`config.mk`:
```
export PLATFORM = sky130hd
export DESIGN_NAME = bank_region_decoder
export DESIGN_NICKNAME = d
export VERILOG_FILES = /design/src/rtl/bank_dec_pkg.sv /design/src/rtl/bank_dec_ctrl.sv /design/src/rtl/bank_dec_path.sv /design/src/rtl/bank_region_decoder.sv
export SDC_FILE = /design/constraint.sdc
export NUM_CORES = 1
export LEC_CHECK = 0
export BUFFER_PORTS_ARGS = -buffer_cell sky130_fd_sc_hd__buf_2
export CAP_MARGIN = 20
export CORE_MARGIN = 5
export CORE_UTILIZATION = 30
export CTS_CLUSTER_DIAMETER = 30
export DETAILED_ROUTE_END_ITERATION = 8
export PLACE_DENSITY = 0.52
export REMOVE_ABC_BUFFERS = 1
export SYNTH_ARGS = -nofsm -noshare
export SYNTH_HDL_FRONTEND = slang
export SYNTH_SLANG_ARGS = --single-unit
```
`constraint.sdc`:
```
create_clock -name clk -period 5.13 [get_ports clk]
set_input_delay 1.026 -clock clk [delete_from_list [all_inputs] [get_ports clk]]
set_output_delay 1.026 -clock clk [all_outputs]
set_load 0.1 [all_outputs]
```
`src/rtl/bank_dec_pkg.sv`:
```
package bank_dec_pkg;
  localparam int BANK_CNT   = 4;
  localparam int BANK_IDX_W = $clog2(BANK_CNT);
  localparam int WORD_W     = 32;
  localparam int PHYS_W     = 34;
  localparam int UNIT_SHIFT = 23;
  localparam int SIZE_LSB   = 6;
  localparam int SIZE_W     = 10;
  localparam int BASE_LSB   = 21;
  localparam logic [WORD_W-1:0] KEEP_MASK = 32'hFFE0FFC1;

  typedef struct packed {
    logic                  wrEn;
    logic [BANK_IDX_W-1:0] bank;
    logic [WORD_W-1:0]     data;
  } cfg_strobe_t;
endpackage

```
`src/rtl/bank_dec_ctrl.sv`:
```
module bank_dec_ctrl
  import bank_dec_pkg::*;
#(
  parameter int IDX_W = 8
) (
  input  logic                             clk,
  input  logic                             rstN,
  input  logic                             cfgWr,
  input  logic [2:0]                       cfgAddr,
  input  logic [WORD_W-1:0]                cfgWrData,
  input  logic [BANK_CNT-1:0][WORD_W-1:0]  bankWords,
  output logic [WORD_W-1:0]                cfgRdData,
  output cfg_strobe_t                      strobe
);
  localparam logic [2:0] SEL_INDEX  = 3'd0;
  localparam logic [2:0] SEL_WINDOW = 3'd1;

  logic [IDX_W-1:0] indexReg;
  logic             idxValid;
  logic             isDirect;

  assign idxValid = (indexReg < IDX_W'(BANK_CNT));
  assign isDirect = cfgAddr[2];

  always_ff @(posedge clk) begin
    if (!rstN) indexReg <= '0;
    else if (cfgWr && cfgAddr == SEL_INDEX) indexReg <= cfgWrData[IDX_W-1:0];
  end

  always_comb begin
    strobe.data = cfgWrData;
    strobe.bank = isDirect ? cfgAddr[BANK_IDX_W-1:0] : indexReg[BANK_IDX_W-1:0];
    strobe.wrEn = cfgWr && (isDirect || (cfgAddr == SEL_WINDOW && idxValid));
  end

  always_comb begin
    cfgRdData = '0;
    if (isDirect) cfgRdData = bankWords[cfgAddr[BANK_IDX_W-1:0]];
    else if (cfgAddr == SEL_INDEX) cfgRdData = WORD_W'(indexReg);
    else if (cfgAddr == SEL_WINDOW && idxValid)
      cfgRdData = bankWords[indexReg[BANK_IDX_W-1:0]];
  end
endmodule

```
`src/rtl/bank_dec_path.sv`:
```
module bank_dec_path
  import bank_dec_pkg::*;
#(
  parameter logic [BANK_CNT-1:0] POPULATED = 4'b0111
) (
  input  logic                             clk,
  input  logic                             rstN,
  input  cfg_strobe_t                      strobe,
  input  logic [PHYS_W-1:0]                reqAddr,
  output logic [BANK_CNT-1:0][WORD_W-1:0]  bankWords,
  output logic [BANK_CNT-1:0]              bankHit,
  output logic [PHYS_W-1:0]                bankOffset,
  output logic                             decodeMiss,
  output logic [BANK_CNT-1:0]              sizeErr
);
  localparam int UNITS_W = SIZE_W + 1;
  localparam int BASE_W  = WORD_W - BASE_LSB;

  logic [BANK_CNT-1:0]             hitRaw;
  logic [BANK_CNT-1:0][PHYS_W-1:0] offs;

  for (genvar b = 0; b < BANK_CNT; b++) begin : g_bank
    logic [UNITS_W-1:0] units;
    logic               pow2;
    logic [PHYS_W-1:0]  base;
    logic [PHYS_W:0]    endAddr;

    if (POPULATED[b]) begin : g_store
      always_ff @(posedge clk) begin
        if (!rstN) bankWords[b] <= '0;
        else if (strobe.wrEn && strobe.bank == BANK_IDX_W'(b))
          bankWords[b] <= strobe.data & KEEP_MASK;
      end
    end else begin : g_empty
      assign bankWords[b] = '0;
    end

    assign units   = UNITS_W'(1024) - {1'b0, bankWords[b][SIZE_LSB +: SIZE_W]};
    assign pow2    = (units & (units - UNITS_W'(1))) == '0;
    assign base    = {bankWords[b][WORD_W-1 -: BASE_W], {UNIT_SHIFT{1'b0}}};
    assign endAddr = {1'b0, base} + {1'b0, units, {UNIT_SHIFT{1'b0}}};
    assign sizeErr[b] = bankWords[b][0] && !pow2;
    assign hitRaw[b]  = bankWords[b][0] && pow2 && (reqAddr >= base)
                        && ({1'b0, reqAddr} < endAddr);
    assign offs[b]    = reqAddr - base;
  end

  always_comb begin
    bankHit    = '0;
    bankOffset = '0;
    for (int b = BANK_CNT - 1; b >= 0; b--) begin
      if (hitRaw[b]) begin
        bankHit    = '0;
        bankHit[b] = 1'b1;
        bankOffset = offs[b];
      end
    end
  end

  assign decodeMiss = ~|hitRaw;
endmodule

```
`src/rtl/bank_region_decoder.sv`:
```
module bank_region_decoder
  import bank_dec_pkg::*;
#(
  parameter logic [BANK_CNT-1:0] POPULATED = 4'b0111,
  parameter int                  IDX_W     = 8
) (
  input  logic                clk,
  input  logic                rstN,
  input  logic                cfgWr,
  input  logic [2:0]          cfgAddr,
  input  logic [WORD_W-1:0]   cfgWrData,
  output logic [WORD_W-1:0]   cfgRdData,
  input  logic [PHYS_W-1:0]   reqAddr,
  output logic [BANK_CNT-1:0] bankHit,
  output logic [PHYS_W-1:0]   bankOffset,
  output logic                decodeMiss,
  output logic [BANK_CNT-1:0] sizeErr
);
  cfg_strobe_t                     strobe;
  logic [BANK_CNT-1:0][WORD_W-1:0] bankWords;

  bank_dec_ctrl #(.IDX_W(IDX_W)) i_ctrl (
    .clk(clk), .rstN(rstN), .cfgWr(cfgWr), .cfgAddr(cfgAddr),
    .cfgWrData(cfgWrData), .bankWords(bankWords),
    .cfgRdData(cfgRdData), .strobe(strobe)
  );

  bank_dec_path #(.POPULATED(POPULATED)) i_path (
    .clk(clk), .rstN(rstN), .strobe(strobe), .reqAddr(reqAddr),
    .bankWords(bankWords), .bankHit(bankHit), .bankOffset(bankOffset),
    .decodeMiss(decodeMiss), .sizeErr(sizeErr)
  );
endmodule

```
==> impl_results.md, run 1 <==
* RSZ-0062 raised after global routing: yes
* Clock transition at path regs at approximately 0.06 ns
* Largest stage delay on the critical path at about 0.55 ns
* Largest net degree at the start of global routing at 75
* Cells after Synth at 1254
* Fin. max-slew vios at 0
* Min Tclk post-route at 5.956 ns
* Pwr/cell area at 170.4 nW/µm²
* EDFF count, synth at 0
* Fin crit share at 1.161
* Detail-routed net length per standard cell at between 15 and 20 µm
* Critical Path End Type: primary output
* Final HPWL DP at 29450 µm
* CP Data Required Time at 4.10 ns
* Reg2reg path depth at 9
* Layout Nets at between 1500 and 2000
* Synth cell types at 83
* Area Overhead vs Synth at 50.37%
* Top post-synthesis cells by count: 116 x mux2i_1, 107 x ha_1, 101 x nand2_1, 101 x nor2b_1, 85 x inv_1
* CTS tree: done
* Synthesis Warnings at 0
* Starting Density at 0.3014
* RR Startpoint: i_ctrl.indexReg[0]
* Grt total ovfl at 0
* Final Instance Area at around 15000 µm²
* Arr. time, crit path at between 4 and 5 ns
* Final worst slack at -0.8256 ns
* CP Cell Sequence: or4_4 -> nor2_4 -> xnor2_2 -> ha_2 -> or4_4 -> o21ai_2 -> a21oi_2 -> nand2_1 -> nand2_1 -> a21oi_2 -> xor2_1 -> ha_1 -> a2111o_1 -> a21oi_2 -> o31ai_2 -> o211a_1 -> or3b_4 -> and3_2 -> o22a_1 -> buf_12
* Slowest stage cell, crit path: or4_4
* Clock Sinks at 74
* Setup violators final at 38
* Delay-heaviest family, CP: simple AND/OR/NAND/NOR gates
* Syn avg cell area at 7.761 µm²
* Failing checks: setup timing
* Worst R2R End: i_path.bankWords[63]
* CP Launch Type: flop
* Hold-critical path depth at 2
* Ant diodes at 0
* Fin Hold WS at about 0.48 ns
* Clk buf depth at 2
* Clock latency on the worst-skew pair at between 0.3 and 0.4 ns
* Power, Total at between 2 and 2.5 mW
* Main area contributors after synthesis: dfxtp_1 15%, ha_1 14%, mux2i_1 12%
* Min-delay worst type: flop to flop
* Synth Cell Area at between 9000 and 10000 µm²
* Post-detailed-route DRC marker count at 0
* IO buf count at 134
* Critical path's most frequent cell: a21oi_2
* Site Rows at 66
* First-pass GRT wire length at 58130 µm
* Final clock skew at approximately 0.0062 ns
* Max H-tree Level at 3
* Io pins at ~150
* Lkg Pwr at about 6.6 nW
* Slew HR at 0.2319
* Top FF cell, synth: dfxtp_1
* Die height at 190.1 µm
* FF+latch count, synth at between 70 and 80
* Share of layout cells above drive strength 1 at 0.3529
* Reg area at ~1500 µm²
* RD Place Congestion at around 0.87
* Vias in the first global route at 10630
* 1st-pass router iterations at 5
* Routed wire length at between 30000 and 40000 µm
* Clk root buf: clkbuf_16
* Die footprint at around 36000 µm²
* Final setup TNS at -28.83 ns
* Finished Core Util at 0.4532
* R2r setup slk at between 1.5 and 2 ns
* Yosys top cell area share at 0.1522
* Initial antenna violation count at 0
* Hold EP: i_ctrl.indexReg[5]
* CTS buffer count at 9
* # fillers at 3132
* Sequential-to-total area share from yosys stat at 0.1522
* Die Width at 190.1 µm
* Worst path bufs/invs at 1
* Worst-Margin Slew at ~1.1 ns
* Crit path max fanout at 6
* Cell taking the most area after synthesis: dfxtp_1
* Final Hold Fails at 0
* Core region area at 32290 µm²
* Vias per inst at 5.229
* Setup Slack @ Placement at -0.9570 ns
* Multi-input gate area at roughly 8400 µm²
* Max-cap viol count at 0
* Cells after DPL at approximately 2000
* Most common cell in the netlist: mux2i_1
* DP Area at approximately 13000 µm²
* Outcome: complete, but fails checks
* WS Path Type: flop to primary output
* FMAX at around 0.17 GHz
* Antenna-violating nets left at 0
* Async SR Flop Fraction at 0
* Maximum vdd drop at approximately 0.15 mV
* Initial drt markers at roughly 600
* All-layer global routing usage at 0.2025
* Vias at between 10000 and 15000
* Hold path startpoint: i_ctrl.indexReg[5]
* Number of standard cells in the layout, taps in and fillers out at ~2000
-- kinds of logic after synthesis --
group | count (synthesis) | share of synthesized area
buffers and inverters | 161 | 0.06904
AO/OA/AOI/OAI | 310 | 0.2166
other | 1 | 0.0003853
adder cells (fa/ha/maj) | 113 | 0.1499
multiplexers | 116 | 0.1193
flip-flops | 74 | 0.1522
XOR/XNOR | 56 | 0.05040
AND/OR/NAND/NOR | 423 | 0.2421
-- area by class of cell --
| cell class | count | area share |
|---|---|---|
| multi-input combinational | 1027 | 0.5711 |
| timing repair buffer | 386 | 0.2468 |
| sequential | 74 | 0.1028 |
| tap | 442 | 0.03779 |
| inverter | 85 | 0.02197 |
| clock buffer | 12 | 0.01684 |
| clock inverter | 3 | 0.002736 |
-- sequential cells by signal (all words and copies together) (netlist names) --
| name | count |
|---|---|
| i_ctrl.indexReg | 8 |
| i_path.bankWords | 66 |
-- cells in the final DEF (no fill, tap or decap), types with 12 or more instances in the layout --
cell	netlist	final
dfxtp_1	74	64
o21ai_0	84	72
buf_2	9	74
nor4_1	22	16
buf_12	0	63
and2_1	16	12
a21o_1	17	17
a22o_1	19	19
xnor2_1	31	28
nor2b_4	0	23
nor3_1	25	21
mux2i_1	116	116
o21a_1	17	17
nand2b_1	17	17
inv_1	85	75
buf_4	7	233
nor2b_1	101	87
a21boi_0	17	13
nand2_1	101	100
a21oi_1	55	46
nor2_1	56	47
nand3_1	12	12
ha_1	107	92
xor2_1	25	22
-- tightest hold or removal path, cell delays in order, from the launching register on --
cell,delay (ns)
dfxtp_1,0.32
nand2_1,0.05
a21boi_0,0.06
-- worst max-delay path by stage --
stage | from | end | cells after the start
after floorplan | i_path.bankWords[70] | bankOffset[23] | 18
after global placement | i_path.bankWords[6] | decodeMiss | 19
after detailed placement | i_path.bankWords[8] | bankOffset[30] | 18
after CTS | i_path.bankWords[39] | bankOffset[25] | 22
after global routing | i_path.bankWords[38] | bankOffset[23] | 22
final | i_path.bankWords[38] | bankOffset[28] | 20
-- routing by layer --
layer	GRT usage	routed length [µm]	up-vias
met5	0	0	-
met3	0.02275	1932	59
met2	0.3626	18650	347
met1	0.2570	16540	5069
met4	0.05620	955	0
li1	-	-	5134
-- repair_timing --
item | in CTS | in global routing
resized for setup | 130 | 84
buffers inserted | 14 | 17
endpoints found under the hold margin | 0 | 0
cloned | 4 | 1
pin swaps | 31 | 46
hold buffers | 0 | 0
setup endpoints to repair | 38 | 38
-- where the power goes --
group          leakage (nW)  switching, mW  internal (mW)  total [mW]
Sequential            0.606         0.0180          0.589       0.607
Combinational          5.90          0.662          0.565        1.23
Clock                 0.142          0.272          0.387       0.659
(Power assumes the default switching activity.)
==> run 2: changes to the inputs <==
--- a/config.mk
+++ b/config.mk
@@ -7,11 +7,11 @@
 export LEC_CHECK = 0
 export BUFFER_PORTS_ARGS = -buffer_cell sky130_fd_sc_hd__buf_2
 export CAP_MARGIN = 20
-export CORE_MARGIN = 5
-export CORE_UTILIZATION = 30
+export CORE_MARGIN = 10
+export CORE_UTILIZATION = 35
 export CTS_CLUSTER_DIAMETER = 30
 export DETAILED_ROUTE_END_ITERATION = 8
-export PLACE_DENSITY = 0.52
+export PLACE_DENSITY = 0.58
 export REMOVE_ABC_BUFFERS = 1
 export SYNTH_ARGS = -nofsm -noshare
 export SYNTH_HDL_FRONTEND = slang
==> run 2 against run 1 <==
The run still ends with setup timing left. Sequential power about the same. Die area down 3.5%. Worst setup slack worse by 0.060 ns. First-iteration DRC count up 92%. Clock power up 4.7%.
==> impl_results.md, run 2 (synthesis results as in run 1) <==
* Max H-tree Level at 3
* Vias at approximately 11000
* Initial antenna violation count at 1
* Grt total ovfl at 0
* Detail-routed net length per standard cell at around 20 µm
* RSZ-0062 raised after global routing: yes
* Crit path from: i_path.bankWords[41]
* Area Overhead vs Synth at 53.20%
* Worst R2R End: i_path.bankWords[60]
* DP Area at between 10000 and 15000 µm²
* Post-detailed-route DRC marker count at 0
* Die footprint at 34880 µm²
* Die height at around 190 µm
* Pwr/cell area at roughly 170 nW/µm²
* Setup Slack @ Placement at -1.040 ns
* Vias per inst at around 5.5
* Routed wire length at 39340 µm
* Worst-Margin Slew at 0.8109 ns
* Worst setup path end: bankOffset[32]
* Clock Sinks at 74
* Worst path bufs/invs at 3
* Fin. max-slew vios at 0
* Min Tclk post-route at between 6 and 7 ns
* Ant diodes at 0
* Final worst slack at -0.8856 ns
* Initial drt markers at roughly 1100
* Arr. time, crit path at roughly 5.0 ns
* Min-delay worst type: flop to flop
* Io pins at around 150
* Clock transition at path regs at approximately 0.06 ns
* Clk buf depth at 2
* 1st-pass router iterations at 6
* Largest stage delay on the critical path at about 0.52 ns
* Final HPWL DP at approximately 30000 µm
* IO buf count at approximately 130
* CP Cell Sequence: buf_6 -> or4_4 -> nor2_4 -> xnor2_2 -> ha_2 -> or4_4 -> o21ai_2 -> a21oi_2 -> nand2_2 -> nand2_2 -> a21oi_2 -> xor2_1 -> ha_1 -> a2111o_1 -> a21oi_2 -> o31ai_2 -> o211a_1 -> or3b_4 -> mux2i_2 -> o21ai_2 -> buf_4 -> buf_12
* Biggest register: i_path.bankWords
* Largest net degree at the start of global routing at 75
* R2r setup slk at 2.64 ns
* CP Depth at 22
* CP Data Required Time at 4.10 ns
* Fin crit share at 1.173
* Crit path max fanout at 8
* Outcome: complete, but fails checks
* Hold_buf cts at 0
* Most frequent cells in the layout: 246 x buf_4, 115 x mux2i_1, 97 x nand2_1
* Clock latency on the worst-skew pair at 0.35 ns
* WS Path Type: flop to primary output
* Clk root buf: clkbuf_16
* Failing checks: setup timing
* Fin Hold WS at around 0.48 ns
* Core region area at approximately 27000 µm²
* Critical path's most frequent cell: a21oi_2
* Starting Density at 0.3581
* Largest regs: i_path.bankWords (66), i_ctrl.indexReg (8)
* Delay-heaviest family, CP: simple AND/OR/NAND/NOR gates
* Vias in the first global route at approximately 11000
* # fillers at 2431
* Antenna-violating nets left at 0
* All-layer global routing usage at 0.2128
* Critical Path End Type: primary output
* Max-cap viol count at 0
* CTS buffer count at 9
* Final Instance Area at about 15000 µm²
* Slowest stage cell, crit path: or4_4
* Layout Nets at ~1800
* RD Place Congestion at 0.9317
* FMAX at about 0.17 GHz
* Die Width at around 190 µm
* First-pass GRT wire length at roughly 60000 µm
* Setup violators final at 38
* Share of layout cells above drive strength 1 at 0.3708
* Final clock skew at 0.007877 ns
* Site Rows at 60
* CP Launch Type: flop
* RR Startpoint: i_ctrl.indexReg[6]
* Lkg Pwr at roughly 6.8 nW
* Slew HR at 0.4583
* Maximum vdd drop at roughly 0.16 mV
* Max reg flops at 66
* CTS tree: done
* Reg2reg path depth at 8
* Commonest non-fill, non-tap cell in the layout: buf_4
* Final Hold Fails at 0
[run 2: repair_timing]
item / 4_1_cts / 5_1_grt
setup buffers: 45 / 14
pin swaps: 54 / 47
setup endpoints to repair: 38 / 38
cloned: 5 / 0
resized for setup: 168 / 67
[run 2: worst min path at each step]
stage	endpoint	cells past startpoint	slack [ns]	startpoint
after floorplan	i_ctrl.indexReg[5]	2	0.45	i_ctrl.indexReg[5]
after global placement	i_ctrl.indexReg[4]	2	0.47	i_ctrl.indexReg[4]
after detailed placement	i_ctrl.indexReg[4]	2	0.47	i_ctrl.indexReg[4]
after CTS	i_ctrl.indexReg[4]	2	0.48	i_ctrl.indexReg[4]
after global routing	i_ctrl.indexReg[2]	2	0.50	i_ctrl.indexReg[2]
final	i_ctrl.indexReg[4]	2	0.48	i_ctrl.indexReg[4]
[run 2: final cells by class]
class | instances | area, µm² | area share
multi-input combinational | 1026 | 8503 | 0.5703
timing repair buffer | 410 | 3816 | 0.2560
sequential | 74 | 1496 | 0.1004
tap | 372 | 465.4 | 0.03122
inverter | 85 | 319.1 | 0.02140
clock buffer | 10 | 229.0 | 0.01536
clock inverter | 5 | 80.08 | 0.005371
[run 2: stage by stage]
stage / setup TNS [ns] / utilization / cells / total power [mW]
finish: -29.06 / 0.5486 / 1982 / 2.565
global route: -36.10 / 0.5486 / 1982 / 2.690
CTS: -28.00 / 0.5349 / 1972 / 2.489
detailed placement: -31.87 / 0.4815 / 1908 / 1.705
global placement: -27.42 / 0.4815 / 1908 / 1.681
floorplan: -64.96 / - / 1184 / 1.275
[run 2: power by group]
group          leakage, nW  total [mW]  internal (mW)  switching, mW
logic                 6.03        1.27          0.588          0.679
registers            0.604       0.608          0.590         0.0183
clock network        0.145       0.690          0.423          0.268
[run 2: tightest hold or removal path, delay by kind of cell, from the launching register on]
| kind | cells | cell delay [ns] |
|---|---|---|
| AO/OA/AOI/OAI | 1 | 0.06 |
| AND/OR/NAND/NOR | 1 | 0.05 |
| flip-flops | 1 | 0.32 |
[run 2: metal layers]
metal | share of wire | wire (µm) | global-route usage | vias up
met5 | 0.00028 | 11 | 0 | -
met4 | 0.033 | 1283 | 0.07785 | 2
met3 | 0.076 | 2980 | 0.04134 | 89
met2 | 0.47 | 18340 | 0.3515 | 475
met1 | 0.43 | 16730 | 0.2684 | 5180
li1 | - | - | - | 5169
